===== src/rtl/ext_bus_seq.sv =====
module ext_bus_seq #(
  parameter int IROM_SIZE  = 16384,
  parameter int RST_CYCLES = 2
) (
  input  logic       clk,
  input  logic       rst_in,
  input  logic       int_rom_en,
  input  logic [1:0] req_kind,
  input  logic [15:0] req_addr,
  input  logic       req_wide,
  input  logic [7:0] req_wdata,
  input  logic [7:0] p2_reg,
  input  logic [7:0] ad_in,
  output logic       req_take,
  output logic       ale,
  output logic       psen_n,
  output logic       rd_n,
  output logic       wr_n,
  output logic [7:0] ad_out,
  output logic       ad_oe,
  output logic [7:0] a_hi,
  output logic       irom_sel,
  output logic [7:0] code_byte,
  output logic       code_vld,
  output logic [7:0] rdata,
  output logic       rdata_vld
);
  localparam int MC_CLKS  = 12;
  localparam int RST_CLKS = RST_CYCLES * MC_CLKS;
  localparam int RW       = $clog2(RST_CLKS + 1);
  localparam logic [1:0] K_IDLE = 2'd0, K_FETCH = 2'd1, K_RD = 2'd2, K_WR = 2'd3;
  localparam logic [3:0] PH_LAST = 4'(MC_CLKS - 1);

  logic [RW-1:0] rcnt;
  logic          in_rst;
  logic [3:0]    ph, sub;
  logic [1:0]    kind;
  logic [15:0]   addr, fa;
  logic          wide, int_ok, second, fetch, data, ext_f;
  logic [7:0]    wdat;

  assign in_rst = (rcnt == RW'(RST_CLKS));

  always_ff @(posedge clk) begin
    if (!rst_in)      rcnt <= '0;
    else if (!in_rst) rcnt <= rcnt + RW'(1);
  end

  assign second = (ph >= 4'd6);
  assign sub    = second ? ph - 4'd6 : ph;
  assign fa     = second ? addr + 16'd1 : addr;
  assign fetch  = (kind == K_FETCH);
  assign data   = kind[1];
  assign ext_f  = fetch && (!int_ok || ({1'b0, fa} >= 17'(IROM_SIZE)));

  assign req_take = !in_rst && (ph == PH_LAST);
  assign ale      = !in_rst && ((ph == 4'd0) || (ph == 4'd6 && !data));
  assign psen_n   = !(!in_rst && ext_f && sub >= 4'd2);
  assign rd_n     = !(!in_rst && kind == K_RD && ph >= 4'd2 && ph <= 4'd9);
  assign wr_n     = !(!in_rst && kind == K_WR && ph >= 4'd3 && ph <= 4'd9);
  assign ad_oe    = !in_rst && ((ext_f && sub < 4'd2) || (data && ph < 4'd2) ||
                                (kind == K_WR && ph >= 4'd2));
  assign ad_out   = (kind == K_WR && ph >= 4'd2) ? wdat : (fetch ? fa[7:0] : addr[7:0]);
  assign a_hi     = ext_f ? fa[15:8] : ((data && wide) ? addr[15:8] : p2_reg);
  assign irom_sel = !in_rst && fetch && !ext_f;

  always_ff @(posedge clk) begin
    if (in_rst) begin
      ph        <= PH_LAST;
      kind      <= K_IDLE;
      addr      <= '0;
      wide      <= 1'b0;
      wdat      <= '0;
      int_ok    <= int_rom_en;
      code_byte <= '0;
      code_vld  <= 1'b0;
      rdata     <= '0;
      rdata_vld <= 1'b0;
    end else begin
      ph        <= (ph == PH_LAST) ? 4'd0 : ph + 4'd1;
      code_vld  <= 1'b0;
      rdata_vld <= 1'b0;
      if (ph == PH_LAST) begin
        kind <= req_kind;
        addr <= req_addr;
        wide <= req_wide;
        wdat <= req_wdata;
      end
      if (ext_f && sub == 4'd5) begin
        code_byte <= ad_in;
        code_vld  <= 1'b1;
      end
      if (kind == K_RD && ph == 4'd9) begin
        rdata     <= ad_in;
        rdata_vld <= 1'b1;
      end
    end
  end
endmodule



===== config.mk =====
export PLATFORM = sky130hd
export DESIGN_NAME = ext_bus_seq
export DESIGN_NICKNAME = d
export VERILOG_FILES = /design/src/rtl/ext_bus_seq.sv
export SDC_FILE = /design/constraint.sdc
export NUM_CORES = 1
export LEC_CHECK = 0
export ABC_AREA = 1
export BUFFER_PORTS_ARGS = -buffer_cell sky130_fd_sc_hd__buf_2
export CORE_MARGIN = 5
export CORE_UTILIZATION = 56
export CTS_CLUSTER_SIZE = 12
export DETAILED_ROUTE_END_ITERATION = 7
export PLACE_DENSITY_LB_ADDON = 0.12
export SLEW_MARGIN = 15
export SYNTH_ARGS = -nofsm -noshare
export SYNTH_HDL_FRONTEND = slang
export SYNTH_SLANG_ARGS = --single-unit

===== constraint.sdc =====
create_clock -name clk -period 4.7 [get_ports clk]
set_input_delay 0.94 -clock clk [delete_from_list [all_inputs] [get_ports clk]]
set_output_delay 0.94 -clock clk [all_outputs]
set_load 0.1 [all_outputs]

; After elaboration in Yosys (flattened, before gate mapping)
; Index checks and enable logic that the tools add are counted.
[word_totals]
out_inout_bits = 41
input_bits = 46
ff_bits = 55
[classes]
n_eq_ne = 8
reduce_logical = 34
n_mux = 9
n_lt_le_gt_ge = 8
addsub = 4
[op_table]
columns = cell, count
row1 = $mux W8, 4
row2 = $logic_and A1 B1 Y1, 21
row3 = $add A16 B1 Y16 const B, 1
row4 = $ge A16 B15 Y1 const B, 1
row5 = $mux W16, 1
row6 = $ge A4 B2 Y1 const B, 3
row7 = $eq A4 B3 Y1 const B, 2
row8 = $eq A4 B4 Y1 const B, 2
row9 = $lt A4 B2 Y1 const B, 2
row10 = $mux W4, 2
row11 = $logic_not A1 Y1, 7
row12 = $add A5 B1 Y5 const B, 1
row13 = $eq A5 B5 Y1 const B, 1
row14 = $add A4 B1 Y4 const B, 1
row15 = $eq A2 B2 Y1 const B, 2
row16 = $ge A4 B3 Y1 const B, 1
row17 = $le A4 B4 Y1 const B, 1
row18 = $logic_not A4 Y1, 1
row19 = $logic_or A1 B1 Y1, 4
row20 = $sub A4 B3 Y4 const B, 1
row21 = $eq A2 B1 Y1 const B, 1
row22 = $mux W1, 2
row23 = $reduce_or A2 Y1, 1

; Longest topological paths before layout
[logic_depth]
ltp_word = 9
mapped_depth = 13
mapped_depth_nobuf = 13

; Worst setup path before layout
; No wires, ideal clock.
[synth_timing]
path_type = register to output
start = register ph[1]
end = output port a_hi[5]
path_stages_with_launch = 9
path_slack_ns = 0.199
t_arrival_ns = 3.561
path_buffers = 0
cell_sequence = dfxtp_1 ha_1 nand3_2 nand2_4 nand2_1 nor3_1 nand3_1 xor2_1 o21ai_0
[synth_between]
elab_chain_cells = 6
[synth_rtl]
columns = item, line_no
row1 = start: declaration, 36  ; logic [3:0] ph, sub;
row2 = start signal: assignment, 80  ; ph <= (ph == PH_LAST) ? 4'd0 : ph + 4'd1;
row3 = $ge A4 B3 Y1 (*), 49  ; assign second = (ph >= 4'd6);
row4 = $mux W16 (*), 51  ; assign fa = second ? addr + 16'd1 : addr;
row5 = $ge A16 B15 Y1, 54  ; assign ext_f = fetch && (!int_ok || ({1'b0, fa} >= 17'(IROM_SIZE)));
row6 = $logic_or A1 B1 Y1, 54
row7 = $logic_and A1 B1 Y1, 54
row8 = $mux W8 (*), 64  ; assign a_hi = ext_f ? fa[15:8] : ((data && wide) ? addr[15:8] : p2_reg);
row9 = end: declaration, 21  ; output logic [7:0] a_hi,
; Every way passes the cells marked *; elsewhere a longest branch is shown, timed or not.

; Worst setup path after layout
[layout_timing]
start = register ph[1]
end = output port a_hi[7]
; Same word-level chain as after synthesis.

==> results.yml <==
job:
  cap_violations: 0
grt:
  grt_first_pass_wirelength_mm: 11.73
  antenna_found_initial: 0
  grt_max_degree: 25
  grt_pass1_vias: 2697
  grt-ovfl-total: 0
  track_usage_pct: 21.96
yosys:
  avgSynthCellArea_sq_um: 6.855
  syn_area_sq_um: 2907
  synth_cells: 424
  yosys.cell_types.count: 34
  synth.net_count: 479
  synth-seq-cells: 55
  seq_area_frac_synth_pct: 38.23
  yosysWarnings: 0
cells_and_area:
  final_common_cell: "nand2_1"
  seqCellArea_sq_um: 1111
  instances_no_fill: 580
  layout-drive-gt1-share_pct: 21.76
  layout_common_cells: "nand2_1, buf_2, inv_1"
  antenna_cells: 0
  multi_input_area_sq_um: 1464
  fill_cells: 487
  area_delta_synth_final_pct: 20.62
  design_area_sq_um: 3506
  nets: 564
  fin_util_pct: 69.08
clock_network:
  root_buffer: "clkbuf_8"
  htreeDepth: 2
  post_cts_buffers: 0
  holdBufCountCts: 0
  cts_resized: 0
  clkSinkCount: 55
  numCtsBuffers: 5
  clk_latency_ns: 0.31
  cts_buffer_depth: 2
  clk_pin_slew_ns: 0.10
  tritoncts: "done"
sta:
  fmaxAchievable_mhz: 265.9
  setup_violations: 0
  clock_skew_ns: 0.007043
  tightest_slew_ns: 0.6865
  slew_violations: 0
  post-route-period-util_pct: 80.03
  finalHoldViolations: 0
  max_slew_margin_pct: 54.12
  setup_tns_ns: 0
  rsz0062_at_grt: "no"
  finalCriticalPeriod_ns: 3.761
worst_setup_path:
  r2r-start: "rcnt[0]"
  cp_data_required_time_ns: 3.76
  crit_start: "ph[1]"
  crit_fanout: 16
  start_kind: "register"
  arrival_ns: 2.82
  crit_path_end_kind: "output port"
  crit_type: "register to output port"
routing:
  antenna_left: 0
  dr.pass1.iters: 4
  wl_mm: 7.138
  first_iter_violations: 84
  drc: 0
  vias: 2913
  wire_per_inst_um: 12.31
  via_per_inst: 5.022
die:
  die_w_um: 82.05
  initial_core_util_pct: 57.27
  io_pins: 87
  die_y_um: 82.05
  coreArea_sq_um: 5075
  die-area_sq_um: 6731
  fp-row-count: 26
hold_path:
  hp-class: "register to register"
  hp-start: "wdat[5]"
placement:
  place_area_sq_um: 3393
  io_buffers: 86
  dp_cells: 572
  gp_congestion: 0.9058
  dp_hpwl_mm: 5.356
run_status:
  outcome: "complete, no violations"
## metrics by stage
stage,hold WS [ns],worst slack [ns]
finish,0.4679,0.9388
global route,0.4869,0.6796
CTS,0.4703,0.9412
detailed placement,0.4550,1.312
global placement,0.4524,1.433
floorplan,0.4410,0.1991
## flip-flops by register name (all words and copies together) (netlist names)
| register | flops |
|---|---|
| wide | 1 |
| code_vld | 1 |
| addr | 16 |
| code_byte | 8 |
| int_ok | 1 |
| rdata | 8 |
| rdata_vld | 1 |
| wdat | 8 |
| rcnt | 5 |
| ph | 4 |
| kind | 2 |
## per-layer routing
layer / vias up / track usage [%] / wire (um)
met5: - / 0 / 0
met4: 0 / 6.478 / 101
met3: 10 / 4.167 / 414
met2: 73 / 36.35 / 3245
met1: 1312 / 28.94 / 3376
li1: 1518 / - / -
## Yosys cell counts
cell type / count / area [sq um]
o21ai_1: 7 / 35.03
inv_2: 2 / 7.510
nand2_1: 102 / 382.9
nand3_1: 12 / 60.06
or2_2: 2 / 12.51
o2111ai_1: 1 / 8.760
buf_2: 4 / 20.02
nand2_2: 3 / 18.77
nor4_1: 1 / 6.260
dfxtp_1: 54 / 1081
inv_1: 69 / 259.0
xor2_1: 10 / 87.58
o31ai_1: 1 / 7.510
clkinv_1: 1 / 3.750
nand2_4: 1 / 11.26
nand3b_1: 1 / 7.510
o22ai_1: 1 / 6.260
nand3_4: 1 / 17.52
a311oi_1: 1 / 8.760
nor2_1: 27 / 101.4
a21oi_1: 25 / 125.1
o21ai_0: 52 / 260.3
nor2_4: 1 / 11.26
a211oi_4: 1 / 20.02
edfxtp_1: 1 / 30.03
buf_4: 1 / 7.510
nor3_1: 9 / 45.04
ha_1: 9 / 112.6
buf_6: 1 / 11.26
clkbuf_1: 6 / 22.52
nand3_2: 2 / 20.02
o21a_1: 1 / 7.510
xnor2_1: 1 / 8.760
nand4_1: 13 / 81.33
## worst paths after layout
| check | end | slack, ns | depth (start not counted) |
|---|---|---|---|
| setup / recovery | a_hi[7] | 0.94 | 12 |
| hold / removal | wdat[5] | 0.47 | 2 |
| setup reg to reg | addr[15] | 2.32 | 9 |
| hold reg to reg | wdat[5] | 0.47 | 2 |
## cells by family after synthesis
kind of cell    after synthesis  share of synthesized area (%)
xor+xnor                     11                          3.315
fa+ha+maj                     9                          3.874
compound gates               90                          16.49
simple gates                175                          26.69
buf+inv                      84                          11.41
flops                        55                          38.23
## critical path: stages, from the launching register on
cell,delay (ns)
dfxtp_1,0.46
ha_1,0.28
nand3_2,0.11
nand2_4,0.13
nand2_2,0.09
o21ai_1,0.14
nand2_1,0.11
nand2_2,0.23
nand2_2,0.24
inv_1,0.16
nand2_1,0.08
nand2_1,0.06
buf_2,0.41
## layout make-up
class,instances,share of cell area (%)
inverters,72,7.709
well taps,70,2.498
flip-flops and latches,55,31.69
clock buffers,7,3.069
repair buffers,90,13.13
clock inverters,1,0.1428
multi-input cells,285,41.76
Power is left out: the tool's default activity adds up to more than one toggle a clock period on the data nets, which glitch-free logic cannot reach.
